--- src/rtl/sps_pkg.sv ---
package sps_pkg;
  typedef enum logic [1:0] {
    M_DET  = 2'd0,
    M_CLS  = 2'd1,
    M_HOST = 2'd2
  } mode_e;
endpackage

--- src/rtl/sps_ctx_timer.sv ---
module sps_ctx_timer #(
  parameter int PERIOD = 64
) (
  input  logic clk,
  input  logic rst_n,
  input  logic tick_i,
  output logic expire_o
);
  localparam int CW = $clog2(PERIOD + 1);
  localparam logic [CW-1:0] LAST = CW'(PERIOD - 1);

  logic [CW-1:0] cnt_q;

  assign expire_o = tick_i && (cnt_q == LAST);

  always_ff @(posedge clk) begin
    if (!rst_n)             cnt_q <= '0;
    else if (expire_o)      cnt_q <= '0;
    else if (tick_i)        cnt_q <= cnt_q + 1'b1;
  end

  // the interval count never passes the period
  p_ctx_bound_r9: assert property (@(posedge clk) disable iff (!rst_n)
    cnt_q <= LAST);
endmodule

--- src/rtl/sps_ladder_fsm.sv ---
module sps_ladder_fsm
  import sps_pkg::*;
#(
  parameter int TMO_TICKS = 16,
  parameter int IDLE_W    = 8
) (
  input  logic              clk,
  input  logic              rst_n,
  input  logic              tick_i,
  input  logic              activity_i,
  input  logic              cls_valid_i,
  input  logic              cls_speech_i,
  input  logic              host_ack_i,
  input  logic              ctx_expire_i,
  input  logic [IDLE_W-1:0] idle_lim_i,
  output mode_e             mode_o,
  output logic              cls_ready_o,
  output logic              wk_speech_o,
  output logic              wk_ctx_o
);
  localparam int TW = $clog2(TMO_TICKS + 1);
  localparam logic [TW:0] TMO_L = (TW + 1)'(TMO_TICKS);

  mode_e             mode_q, mode_d;
  logic              wks_q, wks_d, wkc_q, wkc_d;
  logic [IDLE_W-1:0] idle_q, idle_d;
  logic [TW-1:0]     tmo_q, tmo_d;
  logic              take, new_s, new_c, idle_hit, tmo_hit, stay_cls;
  logic [IDLE_W:0]   idle_sum;
  logic [TW:0]       tmo_sum;

  always_comb begin
    take     = cls_valid_i && (mode_q == M_CLS);
    new_s    = take && cls_speech_i;
    new_c    = ctx_expire_i && !wks_q && !new_s;
    wks_d    = (wks_q && !host_ack_i) || new_s;
    wkc_d    = (wkc_q && !host_ack_i) || new_c;
    idle_sum = {1'b0, idle_q} + 1'b1;
    tmo_sum  = {1'b0, tmo_q} + 1'b1;
    idle_hit = tick_i && !activity_i && (idle_sum >= {1'b0, idle_lim_i});
    tmo_hit  = tick_i && !take && (tmo_sum >= TMO_L);

    mode_d = mode_q;
    if (wks_d || wkc_d) begin
      mode_d = M_HOST;
    end else begin
      unique case (mode_q)
        M_DET:   if (activity_i) mode_d = M_CLS;
        M_CLS:   if (idle_hit || tmo_hit) mode_d = M_DET;
        M_HOST:  mode_d = M_DET;
        default: mode_d = M_DET;
      endcase
    end

    stay_cls = (mode_q == M_CLS) && (mode_d == M_CLS);
    if (!stay_cls || activity_i) idle_d = '0;
    else if (tick_i)             idle_d = idle_sum[IDLE_W-1:0];
    else                         idle_d = idle_q;
    if (!stay_cls || take)       tmo_d = '0;
    else if (tick_i)             tmo_d = tmo_sum[TW-1:0];
    else                         tmo_d = tmo_q;
  end

  always_ff @(posedge clk) begin
    if (!rst_n) begin
      mode_q <= M_DET;
      wks_q  <= 1'b0;
      wkc_q  <= 1'b0;
      idle_q <= '0;
      tmo_q  <= '0;
    end else begin
      mode_q <= mode_d;
      wks_q  <= wks_d;
      wkc_q  <= wkc_d;
      idle_q <= idle_d;
      tmo_q  <= tmo_d;
    end
  end

  assign mode_o      = mode_q;
  assign cls_ready_o = (mode_q == M_CLS);
  assign wk_speech_o = wks_q;
  assign wk_ctx_o    = wkc_q;

  // classify is entered from detect only after activity was seen
  p_enter_cls_r2: assert property (@(posedge clk) disable iff (!rst_n)
    ($past(mode_q) == M_DET && mode_q == M_CLS) |-> $past(activity_i));
  // a speech wake only follows a taken speech result
  p_speech_wake_r4: assert property (@(posedge clk) disable iff (!rst_n)
    $rose(wks_q) |-> $past(cls_valid_i && cls_speech_i && mode_q == M_CLS));
  // a taken non-speech result raises no wake
  p_nonspeech_quiet_r4: assert property (@(posedge clk) disable iff (!rst_n)
    (cls_valid_i && cls_ready_o && !cls_speech_i && !ctx_expire_i) |=> !(wks_q || wkc_q));
  // the timeout count stays below its limit
  p_tmo_bound_r8: assert property (@(posedge clk) disable iff (!rst_n)
    {1'b0, tmo_q} < TMO_L);
  // a context event is dropped while a speech wake is pending
  p_ctx_masked_r10: assert property (@(posedge clk) disable iff (!rst_n)
    (wks_q && !wkc_q && ctx_expire_i) |=> !wkc_q);
  // an acknowledge with no new event leaves host mode
  p_ack_leaves_r11: assert property (@(posedge clk) disable iff (!rst_n)
    (mode_q == M_HOST && host_ack_i && !ctx_expire_i) |=> mode_q == M_DET);
endmodule

--- src/rtl/sps_gain_map.sv ---
module sps_gain_map #(
  parameter int N_BANDS  = 16,
  parameter int N_STAGES = 4
) (
  input  logic                          clk,
  input  logic                          rst_n,
  input  logic                          bands_on_i,
  input  logic [N_BANDS-1:0]            mask_i,
  input  logic [$clog2(N_STAGES)-1:0]   band_gain_i,
  input  logic [$clog2(N_STAGES)-1:0]   det_gain_i,
  output logic [N_BANDS-1:0]            band_en_o,
  output logic [N_BANDS*N_STAGES-1:0]   band_stage_o,
  output logic [N_STAGES-1:0]           det_stage_o
);
  localparam int GW = $clog2(N_STAGES);

  function automatic logic [N_STAGES-1:0] therm(input logic [GW-1:0] g);
    logic [N_STAGES-1:0] t;
    for (int i = 0; i < N_STAGES; i++) t[i] = (GW'(i) <= g);
    return t;
  endfunction

  logic [N_STAGES-1:0] band_therm;

  assign band_therm  = therm(band_gain_i);
  assign det_stage_o = therm(det_gain_i);
  assign band_en_o   = bands_on_i ? mask_i : '0;

  for (genvar b = 0; b < N_BANDS; b++) begin : g_band
    assign band_stage_o[b*N_STAGES +: N_STAGES] = band_en_o[b] ? band_therm : '0;
  end

  // detector stages form a thermometer with the first stage always on
  p_det_therm_r5: assert property (@(posedge clk) disable iff (!rst_n)
    det_stage_o[0] && (((det_stage_o >> 1) & ~det_stage_o) == '0));
  // the stage count of band 0 follows its gain code whenever it is on
  p_band0_count_r5: assert property (@(posedge clk) disable iff (!rst_n)
    band_en_o[0] |-> ($countones(band_stage_o[N_STAGES-1:0]) == int'(band_gain_i) + 1));
endmodule

--- src/rtl/sense_power_seq.sv ---
module sense_power_seq
  import sps_pkg::*;
#(
  parameter int N_BANDS    = 16,
  parameter int N_STAGES   = 4,
  parameter int IDLE_W     = 8,
  parameter int IDLE_RST   = 4,
  parameter int TMO_TICKS  = 16,
  parameter int CTX_PERIOD = 64
) (
  input  logic                          clk,
  input  logic                          rst_n,
  input  logic                          tick_i,
  input  logic                          activity_i,
  input  logic                          cls_valid_i,
  input  logic                          cls_speech_i,
  output logic                          cls_ready_o,
  input  logic                          host_ack_i,
  input  logic                          cfg_we_i,
  input  logic [N_BANDS-1:0]            cfg_mask_i,
  input  logic [$clog2(N_STAGES)-1:0]   cfg_band_gain_i,
  input  logic [$clog2(N_STAGES)-1:0]   cfg_det_gain_i,
  input  logic [IDLE_W-1:0]             cfg_idle_i,
  output logic [1:0]                    mode_o,
  output logic [N_BANDS-1:0]            band_en_o,
  output logic [N_BANDS*N_STAGES-1:0]   band_stage_en_o,
  output logic [N_STAGES-1:0]           det_stage_en_o,
  output logic                          host_wake_o,
  output logic [1:0]                    wake_cause_o
);
  localparam int GW = $clog2(N_STAGES);
  localparam logic [GW-1:0] GAIN_RST = GW'(N_STAGES - 2);

  logic [N_BANDS-1:0] mask_q;
  logic [GW-1:0]      bgain_q, dgain_q;
  logic [IDLE_W-1:0]  idle_q;
  logic               ctx_expire, wks, wkc;
  mode_e              mode;

  always_ff @(posedge clk) begin
    if (!rst_n) begin
      mask_q  <= '1;
      bgain_q <= GAIN_RST;
      dgain_q <= GAIN_RST;
      idle_q  <= IDLE_W'(IDLE_RST);
    end else if (cfg_we_i) begin
      mask_q  <= cfg_mask_i;
      bgain_q <= cfg_band_gain_i;
      dgain_q <= cfg_det_gain_i;
      idle_q  <= cfg_idle_i;
    end
  end

  sps_ctx_timer #(.PERIOD(CTX_PERIOD)) u_ctx (
    .clk(clk), .rst_n(rst_n), .tick_i(tick_i), .expire_o(ctx_expire)
  );

  sps_ladder_fsm #(.TMO_TICKS(TMO_TICKS), .IDLE_W(IDLE_W)) u_fsm (
    .clk(clk), .rst_n(rst_n), .tick_i(tick_i), .activity_i(activity_i),
    .cls_valid_i(cls_valid_i), .cls_speech_i(cls_speech_i),
    .host_ack_i(host_ack_i), .ctx_expire_i(ctx_expire), .idle_lim_i(idle_q),
    .mode_o(mode), .cls_ready_o(cls_ready_o),
    .wk_speech_o(wks), .wk_ctx_o(wkc)
  );

  sps_gain_map #(.N_BANDS(N_BANDS), .N_STAGES(N_STAGES)) u_gain (
    .clk(clk), .rst_n(rst_n), .bands_on_i(mode != M_DET), .mask_i(mask_q),
    .band_gain_i(bgain_q), .det_gain_i(dgain_q),
    .band_en_o(band_en_o), .band_stage_o(band_stage_en_o),
    .det_stage_o(det_stage_en_o)
  );

  assign mode_o       = mode;
  assign host_wake_o  = wks | wkc;
  assign wake_cause_o = {wkc, wks};

  // no band draws power while only the detector is on
  p_dark_in_detect_r2: assert property (@(posedge clk) disable iff (!rst_n)
    (mode_o == 2'd0) |-> (band_en_o == '0 && band_stage_en_o == '0));
  // at most one wake cause is ever set
  p_cause_onehot_r10: assert property (@(posedge clk) disable iff (!rst_n)
    $onehot0(wake_cause_o));
  // host mode is held exactly while a wake is pending
  p_host_means_wake_r11: assert property (@(posedge clk) disable iff (!rst_n)
    (mode_o == 2'd2) == host_wake_o);
endmodule

--- config.mk ---
export PLATFORM = sky130hd
export DESIGN_NAME = sense_power_seq
export DESIGN_NICKNAME = d
export VERILOG_FILES = /design/src/rtl/sps_pkg.sv /design/src/rtl/sps_ctx_timer.sv /design/src/rtl/sps_ladder_fsm.sv /design/src/rtl/sps_gain_map.sv /design/src/rtl/sense_power_seq.sv
export SDC_FILE = /design/constraint.sdc
export NUM_CORES = 1
export LEC_CHECK = 0
export ABC_CLOCK_PERIOD_IN_PS = 2400
export CAP_MARGIN = 20
export CORE_MARGIN = 2
export CORE_UTILIZATION = 39
export DETAILED_ROUTE_END_ITERATION = 16
export GPL_ROUTABILITY_DRIVEN = 0
export HOLD_SLACK_MARGIN = 0.1
export PLACE_DENSITY = 0.76
export SLEW_MARGIN = 20
export SYNTH_ARGS = -nofsm -noshare
export SYNTH_HDL_FRONTEND = slang
export SYNTH_SLANG_ARGS = --single-unit
--- constraint.sdc ---
create_clock -name clk -period 2.4 [get_ports clk]
set_clock_uncertainty 0.05 [all_clocks]
set_input_delay 0.48 -clock clk [delete_from_list [all_inputs] [get_ports clk]]
set_output_delay 0.48 -clock clk [all_outputs]
set_load 0.1 [all_outputs]
# [Yosys cells after proc, flatten, opt, wreduce, memory -nomap -nowiden]
# Index checks and enable logic that the tools add are counted.
[word_totals] register_bits=52 output_inout_bits=90 in_bits=36 elab_cells=78
[op_classes] bitwise=2 n_eq_ne=3 muxes=21 n_reduce_logical=29 order_cmp=10 n_addsub=3
[ops] op="4-bit 2-to-1 mux" n=16
[ops] op="16-bit 2-to-1 mux" n=1
[ops] op="1-bit logical AND" n=12
[ops] op="8-bit by 1-bit adder with 9-bit output, second input constant" n=1
[ops] op="9-bit by 8-bit >= comparator with 1-bit output" n=1
[ops] op="1-bit by 2-bit less-or-equal comparator with 1-bit output, first input constant" n=4
[ops] op="2-bit less-or-equal comparator, first input constant" n=4
[ops] op="7-bit by 1-bit adder with 7-bit output, second input constant" n=1
[ops] op="7-bit by 6-bit == test with 1-bit output, second input constant" n=1
[ops] op="5-bit by 1-bit adder with 6-bit output, second input constant" n=1
[ops] op="6-bit by 5-bit >= comparator with 1-bit output, second input constant" n=1
[ops] op="1-bit zero test" n=6
[ops] op="1-bit logical OR" n=6
[ops] op="2-bit 2-to-1 mux" n=3
[ops] op="2-bit OR reduction" n=3
[ops] op="2-bit by 1-bit == test with 1-bit output, second input constant" n=2
[ops] op="2-bit case mux with 2 select lines" n=1
[ops] op="2-bit zero test" n=1
[ops] op="2-bit nonzero test" n=1
[ops] op="1-bit inverter" n=1
[ops] op="1-bit OR" n=1

# [Longest topological paths before layout]
[depth] depth_word=14 depth_mapped=11

# [Cells and area by module]
# Synthesis repeated with hierarchy kept, for this count alone.
[hier_totals] cells_unflattened=359 hier_area_um2=3266.9
[by_module_without_submodules] mod="sps_ladder_fsm" n_inst=1 cells_each=135 area_per_inst_um2=1167.4 seq_area_each_um2=340.3
[by_module_without_submodules] mod="sense_power_seq" n_inst=1 cells_each=94 area_per_inst_um2=1052.3 seq_area_each_um2=560.5
[by_module_without_submodules] mod="sps_gain_map" n_inst=1 cells_each=100 area_per_inst_um2=747.0 seq_area_each_um2=0.0
[by_module_without_submodules] mod="sps_ctx_timer" n_inst=1 cells_each=30 area_per_inst_um2=300.3 seq_area_each_um2=140.1

# [Least setup slack after synthesis]
# No wires, ideal clock.
[synth_path] path_kind="reg2out" from="reg u_fsm.mode_q[0], in the netlist u_fsm.mode_o[0]" to="out band_stage_en_o[25]" arrival_ns=3.047 stages_incl_launch_ff=6 n_path_buf=2 required_time_ns=1.870 setup_slack_ns=-1.177 path_cell_list="dfxtp_1 -> or2_2 -> clkbuf_1 -> clkbuf_1 -> nand2_1 -> nor2_1"
[synth_between] elab_chain_len=3
[synth_rtl] item="from (decl)" line_no="sps_ladder_fsm.sv:24" source="mode_e mode_q, mode_d;"
[synth_rtl] item="from (signal assigned)" line_no="sps_ladder_fsm.sv:72" source="mode_q <= mode_d;"
[synth_rtl] item="2-bit nonzero test" line_no="sense_power_seq.sv:67" source=".clk(clk), .rst_n(rst_n), .bands_on_i(mode != M_DET), .mask_i(mask_q),"
[synth_rtl] item="16-bit 2-to-1 mux" line_no="sps_gain_map.sv:27" source="assign band_en_o = bands_on_i ? mask_i : '0;"
[synth_rtl] item="4-bit 2-to-1 mux" line_no="sps_gain_map.sv:30" source="assign band_stage_o[b*N_STAGES +: N_STAGES] = band_en_o[b] ? band_therm : '0;"
[synth_rtl] item="to (decl)" line_no="sense_power_seq.sv:26" source="output logic [N_BANDS*N_STAGES-1:0] band_stage_en_o,"
# Every way passes these cells.

# [Worst setup path after layout]
[layout_path] from="reg u_fsm.idle_q[3]" to="reg u_fsm.idle_q[7]"
[layout_between] elab_chain_len=12
[layout_rtl] item="from (decl)" line_no="sps_ladder_fsm.sv:26" source="logic [IDLE_W-1:0] idle_q, idle_d;"
[layout_rtl] item="from (signal assigned)" line_no="sps_ladder_fsm.sv:75" source="idle_q <= idle_d;"
[layout_rtl] item="8-bit by 1-bit adder with 9-bit output (*)" line_no="sps_ladder_fsm.sv:38" source="idle_sum = {1'b0, idle_q} + 1'b1;"
[layout_rtl] item="named net u_fsm.idle_sum[7]" line_no="sps_ladder_fsm.sv:29" source="logic [IDLE_W:0] idle_sum;"
[layout_rtl] item="9-bit by 8-bit >= comparator with 1-bit output" line_no="sps_ladder_fsm.sv:40" source="idle_hit = tick_i && !activity_i && (idle_sum >= {1'b0, idle_lim_i});"
[layout_rtl] item="1-bit logical AND" line_no="sps_ladder_fsm.sv:40"
[layout_rtl] item="1-bit logical OR" line_no="sps_ladder_fsm.sv:49" source="M_CLS: if (idle_hit || tmo_hit) mode_d = M_DET;"
[layout_rtl] item="2-bit 2-to-1 mux" line_no="sps_ladder_fsm.sv:49"
[layout_rtl] item="2-bit case mux with 2 select lines" line_no="sps_ladder_fsm.sv:47" source="unique case (mode_q)"
[layout_rtl] item="2-bit 2-to-1 mux" line_no="sps_ladder_fsm.sv:44" source="if (wks_d || wkc_d) begin"
[layout_rtl] item="2-bit by 1-bit == test with 1-bit output" line_no="sps_ladder_fsm.sv:55" source="stay_cls = (mode_q == M_CLS) && (mode_d == M_CLS);"
[layout_rtl] item="1-bit logical AND" line_no="sps_ladder_fsm.sv:55"
[layout_rtl] item="1-bit zero test" line_no="sps_ladder_fsm.sv:56" source="if (!stay_cls || activity_i) idle_d = '0;"
[layout_rtl] item="1-bit logical OR" line_no="sps_ladder_fsm.sv:56"
[layout_rtl] item="2-bit OR reduction (no source line)"
# Mark *: on every way through the listed nets, which the timed path passes. The rest lies on a longest branch.
# A chain may end at the register's enable or synchronous reset.

==> results.cfg <==
[power]
leakage_nw = 2.27
power_density_nw_per_um2 = 620
ir_worst_vdd_mv = 0.429

[critical_path]
cp.required_ns = 2.60
r2r_end = u_fsm.idle_q[7]
cp-start-kind = register
path_cells = and3_4 > nand3_4 > nor2_4 > xor2_1 > ha_1 > a21oi_2 > nand2_1 > o31ai_4 > nand4b_4 > nor2_1
cp_max_fo = 8
slowest_delay_ns = 0.38
r2r_start = u_fsm.idle_q[3]
reg2reg_setup_slack_ns = -0.006
timing_worst_setup_path_type = register to register
r2r_cells = 10
critPathTopFamily = simple AND/OR/NAND/NOR gates
arrival_ns = 2.61
critPathBufInv = 0
setup.worst_path.end_class = register
crit_slowest_cell = dfxtp_4

[timing]
setup_viol = 4
min_period_over_period = 1.00
fin_tns_setup_ns = -0.0166
hold_viol_final = 0
finalCriticalPeriod_ns = 2.41
slew_headroom = 0.634
fmax_mhz = 416
hold_ws_ns = 0.412
worst_pin_slew_ns = 0.546
fin_ws_ns = -0.00619
final-max-slew-violation-count = 0

[placed_design]
placed_cell_area_sq_um = 5450
pre_cts_ws_ns = -0.0496
dp_hpwl_um = 7380
dp.cells = 558
port_buffers = 124

[final_layout]
drive_gt1_frac = 0.450
nFillCells = 439
insertedDiodeCount = 0
design_area_sq_um = 5650
fin_cells = 570
syn_to_final_growth_pct = 92.5
final_nets = 517

[yosys]
yosysSeqAreaShare = 0.354
async_flop_share = 0
synth_fp_nets = 406
synth_flop_cell = dfxtp_1
synth_cell_types = 39
yosys.area.top_type = dfxtp_1
yosys-top-cells-count = dfxtp_1 (52), nor2_1 (49), nand2_1 (47)
yosysWarnings = 0
syn_inst = 359
synth_edf_count = 0
synth_top_area_frac = 0.354
synth_area_leaders = dfxtp_1 (35%), mux2i_1 (10%), nor2_1 (6.3%)
syn_avg_cell_area_sq_um = 8.18
syn_area_sq_um = 2940
synth.most_common_cell = dfxtp_1
ys_ff_latch = 52

[floorplan]
initial_core_util = 0.405
io_pins = 126
coreArea_sq_um = 7250
die_h_um = 90.8
dieWidth_um = 90.8
rows = 31
die_area_sq_um = 8240

[hold_path]
holdPathStages = 1
hp-start = u_fsm.mode_o[1]
hold_path.class = register to register
min_to = u_fsm.mode_o[0]

[global_routing]
antenna_found_initial = 0
grt_first_pass_wirelength_um = 15000
grt.total_usage = 0.223
grt_overflow = 0
grt_pass1_vias = 2887
grt_start_max_net_pins = 35

[outcome]
failed_checks = setup timing
status = complete, but fails checks

[detailed_routing]
route.detailed.drc = 0
wl_per_cell_um = 16.8
postRouteAntennaNets = 0
first_iter_violations = 103
vias = 2838
dr.pass1.iters = 4
viasPerCell = 4.98
routed_wl_um = 9570

[clock_network]
cts.path.max_buffers = 2
root_buffer = clkbuf_8
clock-sinks = 52
ctsHoldBuffers = 0
worst_skew_pair.late_latency_ns = 0.31
numCtsBuffers = 5
cts_tree = built
htree_levels = 2
clk_pin_slew_ns = 0.10

[job]
cap_viol_max_count = 0
[metrics by stage]
step,total power [W],util
finish,0.00350,0.779
global route,0.00361,0.779
CTS,0.00352,0.763
detailed placement,0.00303,0.751
global placement,0.00299,0.751
floorplan,0.00244,-
[state kept, by name (all words and copies together) (netlist names)]
name / cells
mask_q: 16
idle_q: 8
u_fsm.idle_q: 8
u_ctx.cnt_q: 7
u_fsm.tmo_q: 5
bgain_q: 2
dgain_q: 2
u_fsm.mode_o: 2
u_fsm.wk_ctx_o: 1
u_fsm.wk_speech_o: 1
[area by class of cell]
class | instances | area, sq um | area share
Sequential cell | 52 | 1060 | 0.187
Inverter | 26 | 158 | 0.0279
Clock buffer | 5 | 68.8 | 0.0122
Timing Repair Buffer | 141 | 2160 | 0.382
Clock inverter | 3 | 21.3 | 0.00376
Multi-Input combinational cell | 244 | 2060 | 0.365
Tap cell | 99 | 124 | 0.0219
[power breakdown]
part	internal [W]	total, W	switching, W	leakage, nW
registers	0.000896	0.000942	0.0000458	0.431
logic	0.000687	0.00206	0.00137	1.79
clock network	0.000210	0.000505	0.000295	0.0466
[metal layers]
| metal | wire length (um) | part of all wire | GRT usage | up-vias |
|---|---|---|---|---|
| li1 | - | - | - | 1375 |
| met1 | 3800 | 0.40 | 0.263 | 1348 |
| met4 | 123 | 0.013 | 0.0593 | 0 |
| met5 | 0 | 0 | 0 | - |
| met3 | 561 | 0.059 | 0.0476 | 14 |
| met2 | 5080 | 0.53 | 0.408 | 101 |
[worst max path at each step]
stage               slack, ns                   to  cells after the start             from
floorplan               -0.18  band_stage_en_o[11]                      3       bgain_q[1]
global placement         0.14       u_fsm.tmo_q[0]                     10  u_fsm.idle_q[3]
detailed placement      -0.05       u_fsm.tmo_q[3]                     10  u_fsm.idle_q[3]
CTS                      0.03       u_fsm.tmo_q[3]                     10  u_fsm.idle_q[3]
global route            -0.16      u_fsm.idle_q[5]                     10  u_fsm.idle_q[4]
finish                 -0.006      u_fsm.idle_q[7]                     10  u_fsm.idle_q[3]
[cell usage in the layout (no fill, tap or decap), types with 3 or more instances in the layout]
| cell type | n |
|---|---|
| a21oi_2 | 3 |
| and2_1 | 4 |
| and3_1 | 18 |
| and3_4 | 3 |
| buf_12 | 81 |
| buf_4 | 24 |
| clkbuf_8 | 5 |
| clkdlybuf4s50_1 | 34 |
| clkinvlp_4 | 16 |
| dfxtp_1 | 44 |
| dfxtp_2 | 5 |
| dfxtp_4 | 3 |
| ha_1 | 10 |
| inv_1 | 10 |
| mux2i_1 | 30 |
| nand2_1 | 31 |
| nand2_8 | 13 |
| nand2b_1 | 3 |
| nand3_1 | 6 |
| nand4_1 | 6 |
| nor2_1 | 11 |
| nor2_2 | 17 |
| nor2_4 | 21 |
| nor2b_1 | 10 |
| nor3_1 | 4 |
| o21ai_0 | 3 |
| or2_2 | 3 |
| xnor2_1 | 9 |
| xor2_1 | 12 |
[cells by family after synthesis]
logic type / synth area share
simple gates: 0.276
buf+inv: 0.107
flops: 0.354
mux: 0.102
xor+xnor: 0.0626
compound gates: 0.0499
fa+ha+maj: 0.0469
other cells: 0.00128
[timing repair]
item	in CTS	in global routing
cloned	0	0
setup endpoints to repair	12	13
gates resized for setup	1	25
buffers inserted	0	4
pin swaps	1	15
Note: power is estimated with default switching activity, not from simulation.
